## config.mk

```make
export PLATFORM = sky130hd
export DESIGN_NAME = bw_acq_seq
export DESIGN_NICKNAME = d
export VERILOG_FILES = /design/src/rtl/bw_seq_pkg.sv /design/src/rtl/bw_bit_counter.sv /design/src/rtl/bw_phase_fsm.sv /design/src/rtl/bw_out_sel.sv /design/src/rtl/bw_acq_seq.sv
export SDC_FILE = /design/constraint.sdc
export NUM_CORES = 1
export LEC_CHECK = 0
export ABC_CLOCK_PERIOD_IN_PS = 2600
export BUFFER_PORTS_ARGS = -buffer_cell sky130_fd_sc_hd__buf_2
export CAP_MARGIN = 20
export CELL_PAD_IN_SITES_DETAIL_PLACEMENT = 0
export CELL_PAD_IN_SITES_GLOBAL_PLACEMENT = 1
export CORE_MARGIN = 2
export CORE_UTILIZATION = 35
export DETAILED_ROUTE_END_ITERATION = 16
export PLACE_DENSITY = 0.8
export SLEW_MARGIN = 20
export SYNTH_ARGS = -nofsm -noshare
export SYNTH_HDL_FRONTEND = slang
export SYNTH_SLANG_ARGS = --single-unit
```

## constraint.sdc

```tcl
create_clock -name clk_i -period 2.6 [get_ports clk_i]
set_clock_uncertainty 0.1 [all_clocks]
set_input_delay 0.26 -clock clk_i [delete_from_list [all_inputs] [get_ports clk_i]]
set_output_delay 0.26 -clock clk_i [all_outputs]
set_load 0.005 [all_outputs]
```

## src/rtl/bw_seq_pkg.sv

```systemverilog
package bw_seq_pkg;
  typedef enum logic [1:0] {
    BW_WIDE   = 2'b00,
    BW_MED    = 2'b01,
    BW_NARROW = 2'b10,
    BW_HOLD   = 2'b11
  } bw_e;

  typedef enum logic [1:0] {
    PH_IDLE   = 2'd0,
    PH_WIDE_T = 2'd1,
    PH_WIDE_S = 2'd2,
    PH_MED    = 2'd3
  } phase_e;
endpackage

```

## src/rtl/bw_bit_counter.sv

```systemverilog
module bw_bit_counter #(
  parameter int unsigned CNT_W = 5
) (
  input  logic             clk_i,
  input  logic             rst_ni,
  input  logic             clr_i,
  input  logic             en_i,
  output logic [CNT_W-1:0] cnt_o
);
  always_ff @(posedge clk_i or negedge rst_ni) begin
    if (!rst_ni)     cnt_o <= '0;
    else if (clr_i)  cnt_o <= '0;
    else if (en_i)   cnt_o <= cnt_o + 1'b1;
  end
endmodule

```

## src/rtl/bw_phase_fsm.sv

```systemverilog
module bw_phase_fsm
  import bw_seq_pkg::*;
#(
  parameter int unsigned WIDE_BITS = 16,
  parameter int unsigned ARM_WIN   = 14,
  parameter int unsigned MED_BITS  = 30,
  parameter int unsigned CNT_W     = 5
) (
  input  logic             clk_i,
  input  logic             rst_ni,
  input  logic             bit_stb_i,
  input  logic             acq_start_i,
  input  logic             search_armed_i,
  input  logic             sync_det_i,
  input  logic             hold_i,
  input  logic [CNT_W-1:0] cnt_i,
  output logic             cnt_clr_o,
  output logic             cnt_en_o,
  output phase_e           phase_o
);
  localparam logic [CNT_W-1:0] WideLast = CNT_W'(WIDE_BITS - 1);
  localparam logic [CNT_W-1:0] MedLast  = CNT_W'(MED_BITS - 1);
  localparam logic [CNT_W-1:0] ArmLim   = CNT_W'(ARM_WIN);

  phase_e phase_q, phase_d;
  logic   counting;

  assign counting = (phase_q == PH_WIDE_T) || (phase_q == PH_MED);
  assign cnt_en_o = counting && bit_stb_i && !hold_i;

  always_comb begin
    phase_d   = phase_q;
    cnt_clr_o = 1'b0;
    if (acq_start_i) begin
      phase_d   = PH_WIDE_T;
      cnt_clr_o = 1'b1;
    end else begin
      unique case (phase_q)
        PH_WIDE_T: begin
          if (search_armed_i && (cnt_i < ArmLim)) begin
            phase_d   = PH_WIDE_S;
            cnt_clr_o = 1'b1;
          end else if (cnt_en_o && (cnt_i == WideLast)) begin
            phase_d   = PH_MED;
            cnt_clr_o = 1'b1;
          end
        end
        PH_WIDE_S: begin
          if (sync_det_i) begin
            phase_d   = PH_MED;
            cnt_clr_o = 1'b1;
          end
        end
        PH_MED: begin
          if (cnt_en_o && (cnt_i == MedLast)) begin
            phase_d   = PH_IDLE;
            cnt_clr_o = 1'b1;
          end
        end
        default: ;
      endcase
    end
  end

  always_ff @(posedge clk_i or negedge rst_ni) begin
    if (!rst_ni) phase_q <= PH_IDLE;
    else         phase_q <= phase_d;
  end

  assign phase_o = phase_q;
endmodule

```

## src/rtl/bw_out_sel.sv

```systemverilog
module bw_out_sel
  import bw_seq_pkg::*;
(
  input  phase_e     phase_i,
  input  logic [1:0] residual_i,
  input  logic       hold_i,
  output bw_e        bw_o,
  output logic       busy_o
);
  always_comb begin
    unique case (phase_i)
      PH_WIDE_T, PH_WIDE_S: bw_o = BW_WIDE;
      PH_MED:               bw_o = BW_MED;
      default:              bw_o = bw_e'(residual_i);
    endcase
    if (hold_i) bw_o = BW_HOLD;
  end
  assign busy_o = (phase_i != PH_IDLE);
endmodule

```

## src/rtl/bw_acq_seq.sv

```systemverilog
module bw_acq_seq
  import bw_seq_pkg::*;
#(
  parameter int unsigned WIDE_BITS = 16,
  parameter int unsigned ARM_WIN   = 14,
  parameter int unsigned MED_BITS  = 30
) (
  input  logic       clk_i,
  input  logic       rst_ni,
  input  logic       bit_stb_i,
  input  logic       acq_start_i,
  input  logic       search_armed_i,
  input  logic       sync_det_i,
  input  logic [1:0] residual_i,
  input  logic       hold_i,
  output logic [1:0] bw_o,
  output logic       busy_o,
  output logic [1:0] phase_o
);
  localparam int unsigned MaxBits = (WIDE_BITS > MED_BITS) ? WIDE_BITS : MED_BITS;
  localparam int unsigned CntW    = $clog2(MaxBits + 1);

  logic [CntW-1:0] cnt;
  logic            cnt_clr, cnt_en;
  phase_e          phase;
  bw_e             bw;

  bw_bit_counter #(.CNT_W(CntW)) u_cnt (
    .clk_i  (clk_i),
    .rst_ni (rst_ni),
    .clr_i  (cnt_clr),
    .en_i   (cnt_en),
    .cnt_o  (cnt)
  );

  bw_phase_fsm #(
    .WIDE_BITS (WIDE_BITS),
    .ARM_WIN   (ARM_WIN),
    .MED_BITS  (MED_BITS),
    .CNT_W     (CntW)
  ) u_fsm (
    .clk_i          (clk_i),
    .rst_ni         (rst_ni),
    .bit_stb_i      (bit_stb_i),
    .acq_start_i    (acq_start_i),
    .search_armed_i (search_armed_i),
    .sync_det_i     (sync_det_i),
    .hold_i         (hold_i),
    .cnt_i          (cnt),
    .cnt_clr_o      (cnt_clr),
    .cnt_en_o       (cnt_en),
    .phase_o        (phase)
  );

  bw_out_sel u_sel (
    .phase_i    (phase),
    .residual_i (residual_i),
    .hold_i     (hold_i),
    .bw_o       (bw),
    .busy_o     (busy_o)
  );

  assign bw_o    = bw;
  assign phase_o = phase;
endmodule

```

**Word level (Yosys, flattened, before mapping)**

Cells that the tools add are included.
Widths: inputs -> output; s select.

- Add/subtract/negate cells: 1
- $mul: 0
- Divide/modulo/power cells: 0
- Order comparisons: 1
- Equality and inequality tests: 8
- Shift operators: 0
- Multiplexer cells: 16
- Bitwise gates (word level): 0
- Reductions and logical operators: 12

Operators with widths:

| operator | number |
|---|---|
| $mux 2 | 6 |
| $mux 5 | 2 |
| $ne 3x3->1 const B | 2 |
| $pmux 2 s3 | 1 |
| $add 5x1->5 const B | 1 |
| $eq 5x4->1 const B | 1 |
| $eq 5x5->1 const B | 1 |
| $logic_and 1x1->1 | 5 |
| $lt 5x4->1 const B | 1 |
| $mux 1 | 5 |
| $eq 2x2->1 const B | 2 |
| $ne 4x4->1 const B | 1 |
| $pmux 2 s2 | 1 |
| $reduce_and 4->1 | 1 |
| $reduce_bool 2->1 | 2 |
| $reduce_bool 4->1 | 1 |
| $pmux 1 s3 | 1 |
| $eq 2x1->1 const B | 1 |
| $reduce_or 2->1 | 1 |
| $logic_not 1->1 | 1 |
| $logic_or 1x1->1 | 1 |

- Bits in registers: 7
- Bits in latches: 0
- Bits in writable memories: 0
- ROM bits: 0
- Input bits: 9
- Output and inout port bits: 5
- Memories: 0

**Logic depth before layout (Yosys ltp)**

- Depth in word-level cells: 10
- Mapped depth: 6

**By module**

Synthesis repeated with hierarchy kept, for this count alone.

- Cells, all modules: 51
- Area total of the unflattened synthesis: 490.5 um2

By module, submodules not included:

| module | times used | cells an instance | area each (um2) | seq. area each (um2) |
|---|---|---|---|---|
| bw_bit_counter | 1 | 22 | 252.7 | 125.1 |
| bw_phase_fsm | 1 | 23 | 201.4 | 50.0 |
| bw_out_sel | 1 | 6 | 36.3 | 0.0 |

**Worst setup path before layout**

No wires, ideal clock.

- Kind: flip-flop to flip-flop
- Start point: register u_cnt.cnt_o[0]
- End point: register u_fsm.phase_q[1] (netlist: u_fsm.phase_o[1])
- Arrival: 1,512 ps
- Data required time: 2,376 ps
- Path slack: 865 ps
- Stages on the path, launching flop included: 7
- Path buffers: 1
- Period minus slack after synthesis: 1,735 ps
- Path through: dfrtp_1 -> ha_1 -> and3_1 -> ha_1 -> and4b_1 -> buf_2 -> o31a_1

- Longest elaborated chain between the ends: 5

Ends and longest elaborated chain:

| what | RTL line | RTL |
|---|---|---|
| start: declaration | bw_bit_counter.sv:8 | `output logic [CNT_W-1:0] cnt_o` |
| start signal: assignment | bw_bit_counter.sv:13 | `else if (en_i) cnt_o <= cnt_o + 1'b1;` |
| $lt 5x4->1 | bw_phase_fsm.sv:40 | `if (search_armed_i && (cnt_i < ArmLim)) begin` |
| $logic_and 1x1->1 | bw_phase_fsm.sv:40 |  |
| $mux 2 | bw_phase_fsm.sv:40 |  |
| $pmux 2 s3 | bw_phase_fsm.sv:38 | `unique case (phase_q)` |
| $mux 2 | bw_phase_fsm.sv:34 | `if (acq_start_i) begin` |
| end signal: assignment | bw_phase_fsm.sv:67 | `else phase_q <= phase_d;` |
| end: declaration | bw_phase_fsm.sv:25 | `phase_e phase_q, phase_d;` |

Several ways; a longest one is shown, not always the timed one.
A chain may end at the register's enable or synchronous reset.

**Worst setup path in the final report**

Ends and elaborated chain as after synthesis.

==> impl_results.md <==
* Internal at 198.8 uW
* Post-synth top area share at 32.79%
* WL/cell at 12.67 um
* Vias in the first global route at 426
* Synth Cell Area at 534.3 sq um
* Worst slew margin at 77.55%
* Max incr delay on CP at 0.41 ns
* Clock transition at path regs at 0.05 ns
* Hold Path Class: primary input to flip-flop
* Max-cap violations at 0
* Number of flops mapped to enable cells by yosys at 0
* WHS Endpoint: u_fsm.phase_o[0]
* #FFs+latches synth at 7
* Post-DR vias/cell at 5.259
* Reg-to-reg endpoint: u_fsm.phase_o[1]
* DRT Pass-1 Iters at 2
* Max Root-Sink Buffers at 2
* FF-to-FF Start: u_cnt.cnt_o[0]
* Layout cells sized above 1 at 36.92%
* Number of clock sinks at 7
* Initial core utilization at 36.31%
* DRT iter0 DRCs at 2
* Net Sw Power at 72.88 uW
* CTS tree: built
* # setup viols final at 0
* Largest net degree at the start of global routing at 10
* Sequential share of the synthesized area at 32.79%
* RSZ-0062 raised after global routing: no
* Clk Latency, worst-skew pair at 0.25 ns
* Detailed Place HPWL at 793.6 um
* Comb power frac at 19.9%
* P_leak at 0.3026 nW
* WP data required at 2.63 ns
* Initial antenna violation count at 0
* HP Start: acq_start_i
* Synth Net Count at 62
* Net Sw Frac at 26.83%
* GR Util met2 at 18.79%
* Cell taking the most area after synthesis: dfrtp_1
* Worst Setup End Kind: flip-flop
* Cts bufs inserted at 3
* Max VDD drop at 200.8 uV
* Delay-heaviest family, CP: simple AND/OR/NAND/NOR gates
* Area growth, synth to finish at 18.74%
* Clock share of power at 35.5%
* Hold path depth at 2
* Post-layout min period at 1.782 ns
* Predominant post-synthesis flop cell: dfrtp_1
* Levels on crit path at 5
* DRC viols at 0
* Global-route wire length before repair at 1690 um
* Final wirelength at 1026 um
* CP max stage cell: dfrtp_1
* Gpl congestion at 0.7491
* Core area at 1471 sq um
* Slew @ Worst Pin at 0.3364 ns
* Most used cell, CP: ha_1
* N_diodes at 0
* IO Count at 14
* Fraction of registers with async set/reset at 100.0%
* WP buf/inv at 0
* WHS at 0.1732 ns
* Reg2reg path depth at 5
* CTS H-tree depth at 1
* # port buffers at 13
* Max Fanout on Critical Path at 6
* Post-CTS Setup Bufs at 0
* Final-stage net count at 78
* Slew Limit Fails at 0
* Final hold violations at 0
* Cell variety after synth at 30
* Layer with the highest usage: met2
* Die footprint at 1855 sq um
* Post-DRT Antenna Nets at 0
* Die Y at 43.07 um
* Post-Syn Instances at 50
* Worst Path Arrival at 1.81 ns
* Synth area leaders: dfrtp_1, ha_1, nor4b_2, nor4_2, a311o_4
* Met1 GRT Util at 14.74%
* Reg power frac at 44.6%
* Fmax at 0.5613 GHz
* Status: finished, final reports clean
* Post-route setup TNS at 0 ns
* Row count at 14
* Met3 usage at 4.255%
* Critical path type: flip-flop to flip-flop
* Aggregate global-route resource usage at 12.72%
* Root buffer cell: clkbuf_4
* Gr ovfl total at 0
* Startpoint Class: flip-flop
* Fill cell count at 158
* Critical-path cell list: ha_1 > and3_1 > ha_1 > and4b_1 > o31a_1
* Crit share post-route at 68.53%
* Reg2reg setup slack at 0.82 ns
* Avg Cell Area, Syn at 10.69 sq um
* PwrDens at 428.3 nW/um^2
* Die width at 43.07 um
* Via count at 426
* YS warnings at 0
## power groups by stage
| stage | logic, mW | clock network (mW) | registers, mW |
|---|---|---|---|
| 2_1_floorplan | 0.0343 | 0 | 0.122 |
| 3_3_place_gp | 0.0531 | 0 | 0.123 |
| 3_5_place_dp | 0.0531 | 0 | 0.123 |
| 4_1_cts | 0.0552 | 0.102 | 0.121 |
| 5_1_grt | 0.0603 | 0.111 | 0.122 |
| 6_report | 0.0541 | 0.0964 | 0.121 |
## worst register-to-register path: cells and delay by family, from the launching register on
| family | cells | cell delay [ns] |
|---|---|---|
| flops | 1 | 0.41 |
| fa+ha+maj | 2 | 0.39 |
| simple gates | 2 | 0.46 |
| compound gates | 1 | 0.31 |
## per-layer routing
layer  wire length, um  vias up
li1                  -      218
met1               454      201
met2               530        5
met3                32        2
met4                 8        0
met5                 0        -
## cells in the final DEF (no fill, tap or decap), drive strengths merged
cell type and count:
nand2 2, clkbuf 4, and4 2, xor2 1, inv 4, a2111oi 1
nor4b 2, o21ai 1, and3 1, a21boi 1, ha 3, mux2i 2
o31a 1, nand3b 1, a21oi 1, dlygate4sd3 1, or3 1, nand3 3
nor2 1, a21o 1, nor4 2, a221o 1, nand4b 1, and3b 2
xnor2 1, buf 13, dfrtp 7, or2 1, nor2b 1, a311o 1
and4b 1
## kinds of logic (layout without fill, tap and decap cells)
| group | Yosys count | after routing | share of synthesized area, % |
|---|---|---|---|
| adders and majority gates | 3 | 3 | 7.027 |
| buffers and inverters | 7 | 22 | 6.791 |
| DFF | 7 | 7 | 32.79 |
| xor gates and xnor gates | 2 | 2 | 3.279 |
| and+or+nand+nor | 21 | 21 | 31.39 |
| muxes | 2 | 2 | 3.747 |
| AOI/OAI and AO/OA | 8 | 8 | 14.99 |
## how the worst max path moves through the flow
stage | startpoint | to | slack (ns)
finish | u_cnt.cnt_o[0] | u_fsm.phase_o[1] | 0.82
global route | u_cnt.cnt_o[0] | u_cnt.cnt_o[3] | 0.72
CTS | u_cnt.cnt_o[0] | u_cnt.cnt_o[3] | 0.81
detailed placement | u_cnt.cnt_o[0] | u_cnt.cnt_o[3] | 0.83
global placement | u_cnt.cnt_o[0] | u_fsm.phase_o[1] | 0.85
floorplan | u_cnt.cnt_o[0] | u_fsm.phase_o[1] | 0.86
## cell usage after synthesis, types with 2 or more instances
| master | instances |
|---|---|
| buf_2 | 2 |
| nor4b_2 | 2 |
| inv_1 | 4 |
| nand3_1 | 3 |
| mux2i_1 | 2 |
| and3b_1 | 2 |
| and4_1 | 2 |
| ha_1 | 3 |
| nor4_2 | 2 |
| dfrtp_1 | 7 |
| nand2_1 | 2 |
## what timing repair did
item / 4_1_cts / 5_1_grt
gates resized for setup: 0 / 0
hold buffers: 1 / 0
endpoints found under the hold margin: 7 / 0
## sequential cells by signal (all words and copies together), names as in the netlist
register	count
u_cnt.cnt_o	5
u_fsm.phase_o	2
## stage by stage
| stage | utilization (%) | std cells | cell area (sq um) | total power, mW | setup WS [ns] |
|---|---|---|---|---|---|
| floorplan | - | 50 | 534.3 | 0.1562 | 0.8645 |
| detailed placement | 40.65 | 76 | 598.1 | 0.1761 | 0.8325 |
| global route | 43.11 | 81 | 634.4 | 0.2939 | 0.7246 |
| CTS | 43.11 | 81 | 634.4 | 0.2780 | 0.8117 |
| global placement | 40.65 | 76 | 598.1 | 0.1765 | 0.8523 |
| finish | 43.11 | 81 | 634.4 | 0.2717 | 0.8183 |
## area by class of cell
class	instances	area, sq um	share of cell area [%]
Inverter	4	15.01	2.367
Clock buffer	4	26.28	4.142
Multi-Input combinational cell	36	322.8	50.89
Timing Repair Buffer	14	75.07	11.83
Tap cell	16	20.02	3.156
Sequential cell	7	175.2	27.61
Power figures use the tool's default switching activity.
